--- src/rtl/dmacsr_pkg.sv ---
package dmacsr_pkg;
    localparam int HALF      = 16;
    localparam int SRC_W     = $clog2(2 * HALF);
    localparam int DONE_BASE = 'h010;
    localparam int FAULT_BASE= 'h020;
    localparam int CTRL_BASE = 'h030;
    localparam int PTR_BASE  = 'h110;
    localparam int SEM_BASE  = 'h140;
    localparam int CH_STRIDE = 'h070;
    localparam int SET_OFS   = 4;
    localparam int CLR_OFS   = 8;

    typedef enum logic [1:0] {ACC_NONE, ACC_WR, ACC_SET, ACC_CLR} acc_e;

    function automatic logic [31:0] apply_acc(acc_e k, logic [31:0] old, logic [31:0] d);
        case (k)
            ACC_WR:  return d;
            ACC_SET: return old | d;
            ACC_CLR: return old & ~d;
            default: return old;
        endcase
    endfunction
endpackage

--- src/rtl/dmacsr_decode.sv ---
module dmacsr_decode
    import dmacsr_pkg::*;
#(
    parameter int AW = 12
) (
    input  logic          psel,
    input  logic          penable,
    input  logic          pwrite,
    input  logic [AW-1:0] paddr,
    output acc_e          acc_done,
    output acc_e          acc_fault,
    output acc_e          acc_ctrl,
    output logic          rsel_done,
    output logic          rsel_fault,
    output logic          rsel_ctrl
);
    function automatic acc_e alias_of(logic [AW-1:0] a, int base);
        if (a == AW'(base))                 return ACC_WR;
        else if (a == AW'(base + SET_OFS))  return ACC_SET;
        else if (a == AW'(base + CLR_OFS))  return ACC_CLR;
        else                                return ACC_NONE;
    endfunction

    logic wr, rd;
    acc_e k_done, k_fault, k_ctrl;

    always_comb begin
        wr         = psel & penable & pwrite;
        rd         = psel & ~pwrite;
        k_done     = alias_of(paddr, DONE_BASE);
        k_fault    = alias_of(paddr, FAULT_BASE);
        k_ctrl     = alias_of(paddr, CTRL_BASE);
        acc_done   = wr ? k_done  : ACC_NONE;
        acc_fault  = wr ? k_fault : ACC_NONE;
        acc_ctrl   = wr ? k_ctrl  : ACC_NONE;
        rsel_done  = rd && (k_done  != ACC_NONE);
        rsel_fault = rd && (k_fault != ACC_NONE);
        rsel_ctrl  = rd && (k_ctrl  != ACC_NONE);
    end
endmodule

--- src/rtl/dmacsr_chan.sv ---
module dmacsr_chan #(
    parameter int AW       = 12,
    parameter int SEMW     = 8,
    parameter int PTR_ADDR = 'h110,
    parameter int SEM_ADDR = 'h140
) (
    input  logic          clk,
    input  logic          rst_n,
    input  logic          wr_en,
    input  logic          rd_en,
    input  logic [AW-1:0] addr,
    input  logic [31:0]   wdata,
    input  logic          hold_rst,
    input  logic          dec,
    output logic [31:0]   ptr_o,
    output logic          run_o,
    output logic [31:0]   rdata_o
);
    typedef struct packed {
        logic [31:0]     ptr;
        logic [SEMW-1:0] cnt;
    } cs_t;

    cs_t s_d, s_q;
    logic            hit_ptr, hit_sem;
    logic [SEMW-1:0] base_cnt;
    logic [SEMW:0]   sum;

    always_comb begin
        hit_ptr  = (addr == AW'(PTR_ADDR));
        hit_sem  = (addr == AW'(SEM_ADDR));
        s_d      = s_q;
        if (wr_en && hit_ptr) s_d.ptr = wdata;
        base_cnt = s_q.cnt - SEMW'(dec && (s_q.cnt != '0));
        sum      = {1'b0, base_cnt} + ((wr_en && hit_sem) ? {1'b0, wdata[SEMW-1:0]} : '0);
        s_d.cnt  = sum[SEMW] ? '1 : sum[SEMW-1:0];
        if (hold_rst) s_d.cnt = '0;
        rdata_o  = '0;
        if (rd_en && hit_ptr)      rdata_o = s_q.ptr;
        else if (rd_en && hit_sem) rdata_o[SEMW-1:0] = s_q.cnt;
    end

    always_ff @(posedge clk or negedge rst_n) begin
        if (!rst_n) s_q <= '0;
        else        s_q <= s_d;
    end

    assign ptr_o = s_q.ptr;
    assign run_o = (s_q.cnt != '0);
endmodule

--- src/rtl/dmacsr_pick.sv ---
module dmacsr_pick
    import dmacsr_pkg::*;
#(
    parameter int NCH = 16
) (
    input  logic [NCH-1:0]   cmp_pend,
    input  logic [NCH-1:0]   err_pend,
    output logic             irq,
    output logic [SRC_W-1:0] src
);
    always_comb begin
        src = '0;
        for (int i = 0; i < NCH; i++)
            if (cmp_pend[i]) src = SRC_W'(i);
        for (int i = 0; i < NCH; i++)
            if (err_pend[i]) src = SRC_W'(HALF + i);
        irq = (|cmp_pend) | (|err_pend);
    end
endmodule

--- src/rtl/dmacsr_top.sv ---
module dmacsr_top
    import dmacsr_pkg::*;
#(
    parameter int NCH  = 16,
    parameter int AW   = 12,
    parameter int SEMW = 8
) (
    input  logic              clk,
    input  logic              rst_n,
    input  logic              psel,
    input  logic              penable,
    input  logic              pwrite,
    input  logic [AW-1:0]     paddr,
    input  logic [31:0]       pwdata,
    output logic [31:0]       prdata,
    input  logic [NCH-1:0]    cmp_pulse,
    input  logic [NCH-1:0]    term_pulse,
    input  logic [NCH-1:0]    bus_fault_pulse,
    input  logic [NCH-1:0]    sem_dec,
    input  logic [NCH-1:0]    chan_idle,
    output logic [NCH-1:0]    freeze,
    output logic [NCH-1:0]    chan_reset,
    output logic [NCH-1:0]    run,
    output logic [NCH*32-1:0] cmd_ptr,
    output logic [NCH-1:0]    err_vec,
    output logic              irq,
    output logic [SRC_W-1:0]  irq_src
);
    typedef struct packed {
        logic [NCH-1:0] done;
        logic [NCH-1:0] en;
        logic [NCH-1:0] term;
        logic [NCH-1:0] bus;
        logic [NCH-1:0] frz;
        logic [NCH-1:0] rstr;
    } csr_t;

    csr_t st_d, st_q;
    acc_e acc_done, acc_fault, acc_ctrl;
    logic rsel_done, rsel_fault, rsel_ctrl;
    logic wr_en, rd_en;
    logic [31:0] w_done, w_fault, w_ctrl, n_done, n_fault, n_ctrl, ch_or;
    logic [31:0] ch_rd [NCH];

    dmacsr_decode #(.AW(AW)) u_dec (
        .psel(psel), .penable(penable), .pwrite(pwrite), .paddr(paddr),
        .acc_done(acc_done), .acc_fault(acc_fault), .acc_ctrl(acc_ctrl),
        .rsel_done(rsel_done), .rsel_fault(rsel_fault), .rsel_ctrl(rsel_ctrl)
    );

    assign wr_en = psel & penable & pwrite;
    assign rd_en = psel & ~pwrite;

    generate
        for (genvar i = 0; i < NCH; i++) begin : g_ch
            dmacsr_chan #(
                .AW(AW), .SEMW(SEMW),
                .PTR_ADDR(PTR_BASE + i * CH_STRIDE),
                .SEM_ADDR(SEM_BASE + i * CH_STRIDE)
            ) u_ch (
                .clk(clk), .rst_n(rst_n), .wr_en(wr_en), .rd_en(rd_en),
                .addr(paddr), .wdata(pwdata), .hold_rst(st_q.rstr[i]),
                .dec(sem_dec[i]), .ptr_o(cmd_ptr[32*i +: 32]),
                .run_o(run[i]), .rdata_o(ch_rd[i])
            );
        end
    endgenerate

    always_comb begin
        // register views as software sees them
        w_done  = '0; w_done[NCH-1:0]  = st_q.done; w_done[HALF +: NCH]  = st_q.en;
        w_fault = '0; w_fault[NCH-1:0] = st_q.term; w_fault[HALF +: NCH] = st_q.bus;
        w_ctrl  = '0; w_ctrl[NCH-1:0]  = st_q.frz;  w_ctrl[HALF +: NCH]  = st_q.rstr & ~chan_idle;

        n_done  = apply_acc(acc_done,  w_done,  pwdata);
        n_fault = apply_acc(acc_fault, w_fault, pwdata);
        n_ctrl  = apply_acc(acc_ctrl,  w_ctrl,  pwdata);

        st_d      = st_q;
        st_d.done = n_done[NCH-1:0] | cmp_pulse;
        st_d.en   = n_done[HALF +: NCH];
        st_d.term = n_fault[NCH-1:0] | term_pulse | bus_fault_pulse;
        st_d.bus  = n_fault[HALF +: NCH] | bus_fault_pulse;
        st_d.frz  = n_ctrl[NCH-1:0];
        st_d.rstr = n_ctrl[HALF +: NCH];

        err_vec = (st_q.term & st_q.bus) | (st_q.term & ~st_q.bus & ~st_q.done);

        ch_or = '0;
        for (int i = 0; i < NCH; i++) ch_or = ch_or | ch_rd[i];
        if (rsel_done)       prdata = w_done;
        else if (rsel_fault) prdata = w_fault;
        else if (rsel_ctrl) begin
            prdata = '0;
            prdata[NCH-1:0]   = st_q.frz;
            prdata[HALF +: NCH] = st_q.rstr;
        end
        else                 prdata = ch_or;
    end

    always_ff @(posedge clk or negedge rst_n) begin
        if (!rst_n) st_q <= '0;
        else        st_q <= st_d;
    end

    assign freeze     = st_q.frz;
    assign chan_reset = st_q.rstr;

    dmacsr_pick #(.NCH(NCH)) u_pick (
        .cmp_pend(st_q.done & st_q.en), .err_pend(err_vec),
        .irq(irq), .src(irq_src)
    );
endmodule

--- config.mk ---
export PLATFORM = sky130hd
export DESIGN_NAME = dmacsr_top
export DESIGN_NICKNAME = d
export VERILOG_FILES = /design/src/rtl/dmacsr_pkg.sv /design/src/rtl/dmacsr_decode.sv /design/src/rtl/dmacsr_chan.sv /design/src/rtl/dmacsr_pick.sv /design/src/rtl/dmacsr_top.sv
export SDC_FILE = /design/constraint.sdc
export NUM_CORES = 2
export LEC_CHECK = 0
export BUFFER_PORTS_ARGS = -buffer_cell sky130_fd_sc_hd__buf_2
export CORE_ASPECT_RATIO = 2
export CORE_MARGIN = 3
export CORE_UTILIZATION = 52
export DETAILED_ROUTE_END_ITERATION = 16
export PLACE_DENSITY = 0.85
export SLEW_MARGIN = 20
export SYNTH_ARGS = -nofsm -noshare
export SYNTH_HDL_FRONTEND = slang
export SYNTH_SLANG_ARGS = --single-unit
--- constraint.sdc ---
create_clock -name clk -period 4.3 [get_ports clk]
set_input_delay 0.215 -clock clk [delete_from_list [all_inputs] [get_ports clk]]
set_output_delay 0.215 -clock clk [all_outputs]
set_load 0.01 [all_outputs]
Word level (Yosys, flattened, before mapping)
Cells that the tools add are included.
{"block": "op_classes", "n_addsub": 32, "n_eq_ne": 50, "muxes": 145, "n_bitwise": 40, "n_reduce_logical": 106}
{"cell": "$mux W8", "count": 80}
{"cell": "$or A32 B32 Y32", "count": 18}
{"cell": "$mux W24", "count": 16}
{"cell": "$pmux W32 S3", "count": 3}
{"cell": "$eq A12 B11 Y1 const B", "count": 18}
{"cell": "$add A8 B9 Y9", "count": 16}
{"cell": "$reduce_bool A8 Y1", "count": 16}
{"cell": "$sub A8 B1 Y8", "count": 16}
{"cell": "$eq A12 B10 Y1 const B", "count": 9}
{"cell": "$and A32 B32 Y32", "count": 3}
{"cell": "$mux W32", "count": 3}
{"cell": "$logic_and A1 B1 Y1", "count": 83}
{"cell": "$and A16 B16 Y16", "count": 5}
{"cell": "$mux W5", "count": 16}
{"cell": "$or A16 B16 Y16", "count": 5}
{"cell": "$eq A12 B6 Y1 const B", "count": 6}
{"cell": "$eq A12 B9 Y1 const B", "count": 5}
{"cell": "$not A16 Y16", "count": 3}
{"cell": "$eq A12 B5 Y1 const B", "count": 3}
{"cell": "$mux W4", "count": 8}
{"cell": "$not A32 Y32", "count": 1}
{"cell": "$reduce_or A16 Y1", "count": 2}
{"cell": "$mux W2", "count": 14}
{"cell": "$eq A2 B2 Y1 const B", "count": 6}
{"cell": "other kinds (8)", "count": 18}
{"block": "totals", "register_bits": 736, "inputBits": 129, "out_inout_bits": 614, "wordCells": 411}

Longest topological paths before layout
{"block": "depth", "word_depth": 32, "depth_mapped": 16, "depth_no_buf": 16}

Modules after synthesis
From an unflattened synthesis, not the netlist that was laid out.
{"block": "unflattened", "cells_unflattened": 4742, "hier_area_um2": 49816.5}
{"mod": "dmacsr_top", "instances": 1, "cells_each": 901, "area_per_inst_um2": 7448.4, "seq_area_each_um2": 2402.3}
{"mod": "dmacsr_chan (g_ch[13].u_ch ...)", "instances": 2, "cells_each": 233, "area_per_inst_um2": 2532.4, "seq_area_each_um2": 1001.0}
{"mod": "dmacsr_chan (g_ch[8].u_ch)", "instances": 1, "cells_each": 236, "area_per_inst_um2": 2716.4, "seq_area_each_um2": 1001.0}
{"mod": "dmacsr_chan (g_ch[4].u_ch)", "instances": 1, "cells_each": 236, "area_per_inst_um2": 2678.8, "seq_area_each_um2": 1001.0}
{"mod": "dmacsr_chan (g_ch[3].u_ch)", "instances": 1, "cells_each": 236, "area_per_inst_um2": 2675.1, "seq_area_each_um2": 1001.0}
{"mod": "dmacsr_chan (g_ch[15].u_ch)", "instances": 1, "cells_each": 237, "area_per_inst_um2": 2671.3, "seq_area_each_um2": 1001.0}
{"mod": "dmacsr_chan (g_ch[7].u_ch)", "instances": 1, "cells_each": 234, "area_per_inst_um2": 2666.3, "seq_area_each_um2": 1001.0}
{"mod": "dmacsr_chan (g_ch[10].u_ch)", "instances": 1, "cells_each": 235, "area_per_inst_um2": 2662.6, "seq_area_each_um2": 1001.0}
{"mod": "dmacsr_chan (g_ch[14].u_ch)", "instances": 1, "cells_each": 234, "area_per_inst_um2": 2661.3, "seq_area_each_um2": 1001.0}
{"mod": "dmacsr_chan (g_ch[0].u_ch)", "instances": 1, "cells_each": 231, "area_per_inst_um2": 2657.5, "seq_area_each_um2": 1001.0}
{"mod": "dmacsr_chan (g_ch[2].u_ch)", "instances": 1, "cells_each": 234, "area_per_inst_um2": 2651.3, "seq_area_each_um2": 1001.0}
{"mod": "dmacsr_chan (g_ch[5].u_ch)", "instances": 1, "cells_each": 234, "area_per_inst_um2": 2557.5, "seq_area_each_um2": 1001.0}
{"mod": "dmacsr_chan (g_ch[9].u_ch)", "instances": 1, "cells_each": 235, "area_per_inst_um2": 2551.2, "seq_area_each_um2": 1001.0}
{"mod": "dmacsr_chan (g_ch[6].u_ch)", "instances": 1, "cells_each": 236, "area_per_inst_um2": 2548.7, "seq_area_each_um2": 1001.0}
{"mod": "+4 rows"}

Least setup slack after synthesis
OpenSTA, ideal clock, no wires.
{"block": "synth_timing", "path_type": "input-to-reg", "startpoint": "input port paddr[3]", "endpoint": "register g_ch[8].u_ch.s_q[0] (netlist name)", "setup_ns": 0.152, "arrival_time_ns": 3.633, "required_time_ns": 4.148, "slack_ns": 0.515, "stages": 14, "path_buffers": 4, "cell_sequence": "buf_6 > or4_4 > buf_6 > buf_6 > buf_2 > nor4_1 > and2_1 > ha_1 > a21o_1 > a21oi_1 > nor2b_1 > o21a_1 > o41ai_1 > a21oi_1"}
{"element": "start: declaration", "line_no": "dmacsr_top.sv:13", "text": "input logic [AW-1:0] paddr,"}
{"element": "end signal: assignment", "line_no": "dmacsr_chan.sv:44", "text": "if (!rst_n) s_q <= '0;"}
{"element": "end signal: assignment", "line_no": "dmacsr_chan.sv:45", "text": "else s_q <= s_d;"}
{"element": "end: declaration", "line_no": "dmacsr_chan.sv:24", "text": "cs_t s_d, s_q;"}

Final worst setup path
{"block": "layout_timing", "startpoint": "input port paddr[6]", "endpoint": "output port prdata[6]"}
{"block": "layout_via", "elab_chain_len": 22, "word_cells_on_any_way": 138, "classes_between": "eq/ne (41); mux (44); bitwise (15); reduce/logical (38)"}
{"element": "$eq A12 B9 Y1", "line_no": "dmacsr_chan.sv:31", "text": "hit_sem = (addr == AW'(SEM_ADDR));"}
{"element": "$logic_and A1 B1 Y1", "line_no": "dmacsr_chan.sv:40", "text": "else if (rd_en && hit_sem) rdata_o[SEMW-1:0] = s_q.cnt;"}
{"element": "$mux W8", "line_no": "dmacsr_chan.sv:40"}
{"element": "$mux W8", "line_no": "dmacsr_chan.sv:39", "text": "if (rd_en && hit_ptr) rdata_o = s_q.ptr;"}
{"element": "$or A32 B32 Y32 (15 in a row)", "line_no": "dmacsr_top.sv:90", "text": "for (int i = 0; i < NCH; i++) ch_or = ch_or | ch_rd[i];"}
{"element": "$mux W32", "line_no": "dmacsr_top.sv:93", "text": "else if (rsel_ctrl) begin"}
{"element": "$mux W32", "line_no": "dmacsr_top.sv:92", "text": "else if (rsel_fault) prdata = w_fault;"}
{"element": "$mux W32 (*)", "line_no": "dmacsr_top.sv:91", "text": "if (rsel_done) prdata = w_done;"}
{"element": "end: declaration", "line_no": "dmacsr_top.sv:15", "text": "output logic [31:0] prdata,"}
Mark *: on every way between the ends. The rest lies on a longest branch, timed or not.

==> results by group <==
Clocking
  – Clock Sinks: 736
  – CTS tree: built
  – Num CTS Buffers: 70
  – Clock root buffer: clkbuf_16
  – CTS Buffer Depth: 3
  – Postcts setup bufs: 0
  – Post-CTS sizing: 0
  – Clock latency at the later pin of the worst-skew pair: 0.71 ns
  – H-tree levels: 3
  – Post-CTS Hold Fix Bufs: 78
  – Clk slew on worst S/H paths: 0.06 ns

Logic synthesis
  – Post-synthesis sequential area ratio: 40.4%
  – Syn Nets: 4682
  – Synth async-reset ratio: 100%
  – Mapped Area: 45500 µm²
  – Synth area leaders: dfrtp_1 (40%), mux2_2 (11%), buf_4 (9.4%)
  – Synth cell types: 83
  – Number of synthesized flops with an enable pin: 0
  – Most common flop cell mapped by yosys: dfrtp_1
  – Yosys top cell area share: 40.4%
  – Syn avg cell area: 10.4 µm²
  – Synth warn: 0
  – #FFs+latches synth: 736
  – Post-synthesis cell count: 4377
  – Post-synth top area cell: dfrtp_1

Power
  – P per Cell Area: 386 nW/µm²
  – LEAKAGE: 26.4 nW
  – Maximum VDD drop: 292 µV

Timing
  – Post-route setup slack: 0.285 ns
  – Max Slew Vio Count: 0
  – Total negative slack: 0 ns
  – RSZ-0062 raised after global routing: no
  – Worst Skew: 0.0283 ns
  – Final-report hold violation count: 0
  – Setup-failing EPs final: 0
  – Fmax: 0.249 GHz
  – Final Critical Period: 4.02 ns
  – Slew headroom: 8.71%
  – Slew @ Worst Pin: 1.37 ns
  – Part of the cycle the worst path needs: 93.4%
  – Final hold slack: 0.0215 ns

Floorplanning
  – Initial Util: 52.8%
  – Total Die Area: 91400 µm²
  – Core Area: 86300 µm²
  – Core Rows: 152
  – # IOs: 743
  – Chip width: 215 µm
  – Die Ht: 425 µm

Worst setup path
  – Crit-path max FO: 16
  – WP data required: 4.09 ns
  – Critical path endpoint category: output pin
  – Crit path arrival time: 3.80 ns
  – WS Path Type: in2out
  – Startpoint Class: input pin

Finish
  – Area occupied by multi-input gates: 21200 µm²
  – Post-route cell area: 50800 µm²
  – Most frequent cells in the layout: buf_2 (742), dfrtp_1 (736), mux2_2 (465)
  – Area grow syn2layout: 11.5%
  – Commonest non-fill, non-tap cell in the layout: buf_2
  – Layout cells sized above 1: 34.6%
  – Nets: 4991
  – Storage element area: 18400 µm²
  – # fillers: 7322

Placement
  – DP Area: 47500 µm²
  – Port Buffers: 742
  – Pre-CTS setup slack: 0.332 ns
  – Routability cong.: 1.16
  – Hpwl dp: 165000 µm

Drt
  – DRT antenna net count: 0
  – Via-to-Cell Ratio: 6.96
  – Number of remaining DRC errors: 0
  – Final wirelength: 224000 µm
  – Drt pass-1 iters: 7
  – Avg WL per Cell: 37.9 µm
  – DR vias: 41247
  – DRT iter0 DRCs: 5984

GRT
  – Grt met3 use: 19.3%
  – Total gr overflow: 0
  – Pin count of the biggest net entering global routing: 114
  – Number of global-route vias before repair: 40885
  – Grt peak-use layer: met2
  – All-Layer GR Usage: 47.9%
  – Met2 Usage GRT: 72.6%
  – Met1 Use GR: 49.7%
  – Initial antenna violation count: 49
  – First-pass GRT wire length: 309000 µm

Run status
  – Outcome: finished, final reports clean

Min path
  – Hold/Removal Path Class: in2reg

Job
  – MaxCap Viol Count: 0
## sequential cells by signal, summed over array words and instances (netlist names)
name             flops
st_q                64
g_ch.u_ch.s_q      128
chan_reset          16
freeze              16
g_ch.u_ch.ptr_o    512
## synthesized netlist by cell type, drive strengths merged (13+ instances only)
cell    instances
a32o           21
a221oi         82
xor2           98
fa             16
mux2i          13
buf           678
a211oi         42
mux2          512
or4            16
or3            24
a21oi         188
nor2b          17
a21o           44
and2          145
nor3           77
nand2         152
a221o          38
ha            160
o21bai         30
o22ai          17
nand4          49
nor4           74
xnor2          56
clkbuf        144
dfrtp         736
o21ai         158
inv           186
o21a           17
nor2          159
a22oi         162
a22o           96
nand3          44
## final cells by class
class | instances | area share (%)
inverters | 186 | 1.38
well taps | 1155 | 2.85
clock inverters | 37 | 0.774
clock buffers | 90 | 3.82
flip-flops and latches | 736 | 36.3
multi-input cells | 2633 | 41.8
diodes | 33 | 0.163
repair buffers | 1059 | 12.9
## power breakdown
part	switching, mW	internal [mW]	leakage (nW)
Combinational	2.55	1.84	15.4
Clock	3.07	3.49	1.14
Sequential	1.12	7.52	9.80
Total	6.74	12.8	26.4
## worst paths after layout
check | from | to | slack, ns | cells past startpoint
setup / recovery | paddr[6] | prdata[6] | 0.28 | 11
hold / removal | pwdata[3] | g_ch[11].u_ch.ptr_o[3] | 0.02 | 2
setup reg to reg | g_ch[13].u_ch.s_q[3] | g_ch[13].u_ch.s_q[4] | 0.35 | 16
hold reg to reg | st_q[55] | st_q[55] | 0.51 | 2
max in group asynchronous | rst_n | g_ch[13].u_ch.ptr_o[15] | 2.83 | 4
min in group asynchronous | rst_n | g_ch[14].u_ch.ptr_o[8] | 0.15 | 2
## per-stage QoR
step	power (mW)	utilization, %	std cells
floorplan	11.2	-	4377
finish	19.6	58.8	5929
CTS	19.4	58.7	5892
detailed placement	12.9	55.1	5687
global placement	12.8	55.0	5687
global route	20.3	58.7	5901
## layer usage
| metal | up-vias | share of wire (%) | wire, µm |
|---|---|---|---|
| li1 | 15916 | - | - |
| met1 | 20098 | 31 | 69100 |
| met2 | 3784 | 43 | 97000 |
| met3 | 1421 | 13 | 30000 |
| met4 | 28 | 13 | 28200 |
| met5 | - | 0.095 | 213 |
## cells by family after synthesis
group,Yosys count,synth area share (%)
simple gates,809,10.1
xor+xnor,154,2.96
buf+inv,1008,13.4
flops,736,40.4
compound gates,969,15.0
mux,525,12.9
fa+ha+maj,176,5.10
## worst max-delay path, stage by stage
cell	delay (ns)
buf_2	0.34
nand4bb_1	0.63
nor4_1	0.23
buf_4	0.21
a22o_1	0.17
a221oi_1	0.99
nand4_1	0.28
nor3_1	0.25
buf_4	0.14
o21ai_1	0.12
buf_2	0.21
No activity file was read; power rests on OpenSTA's default activity.
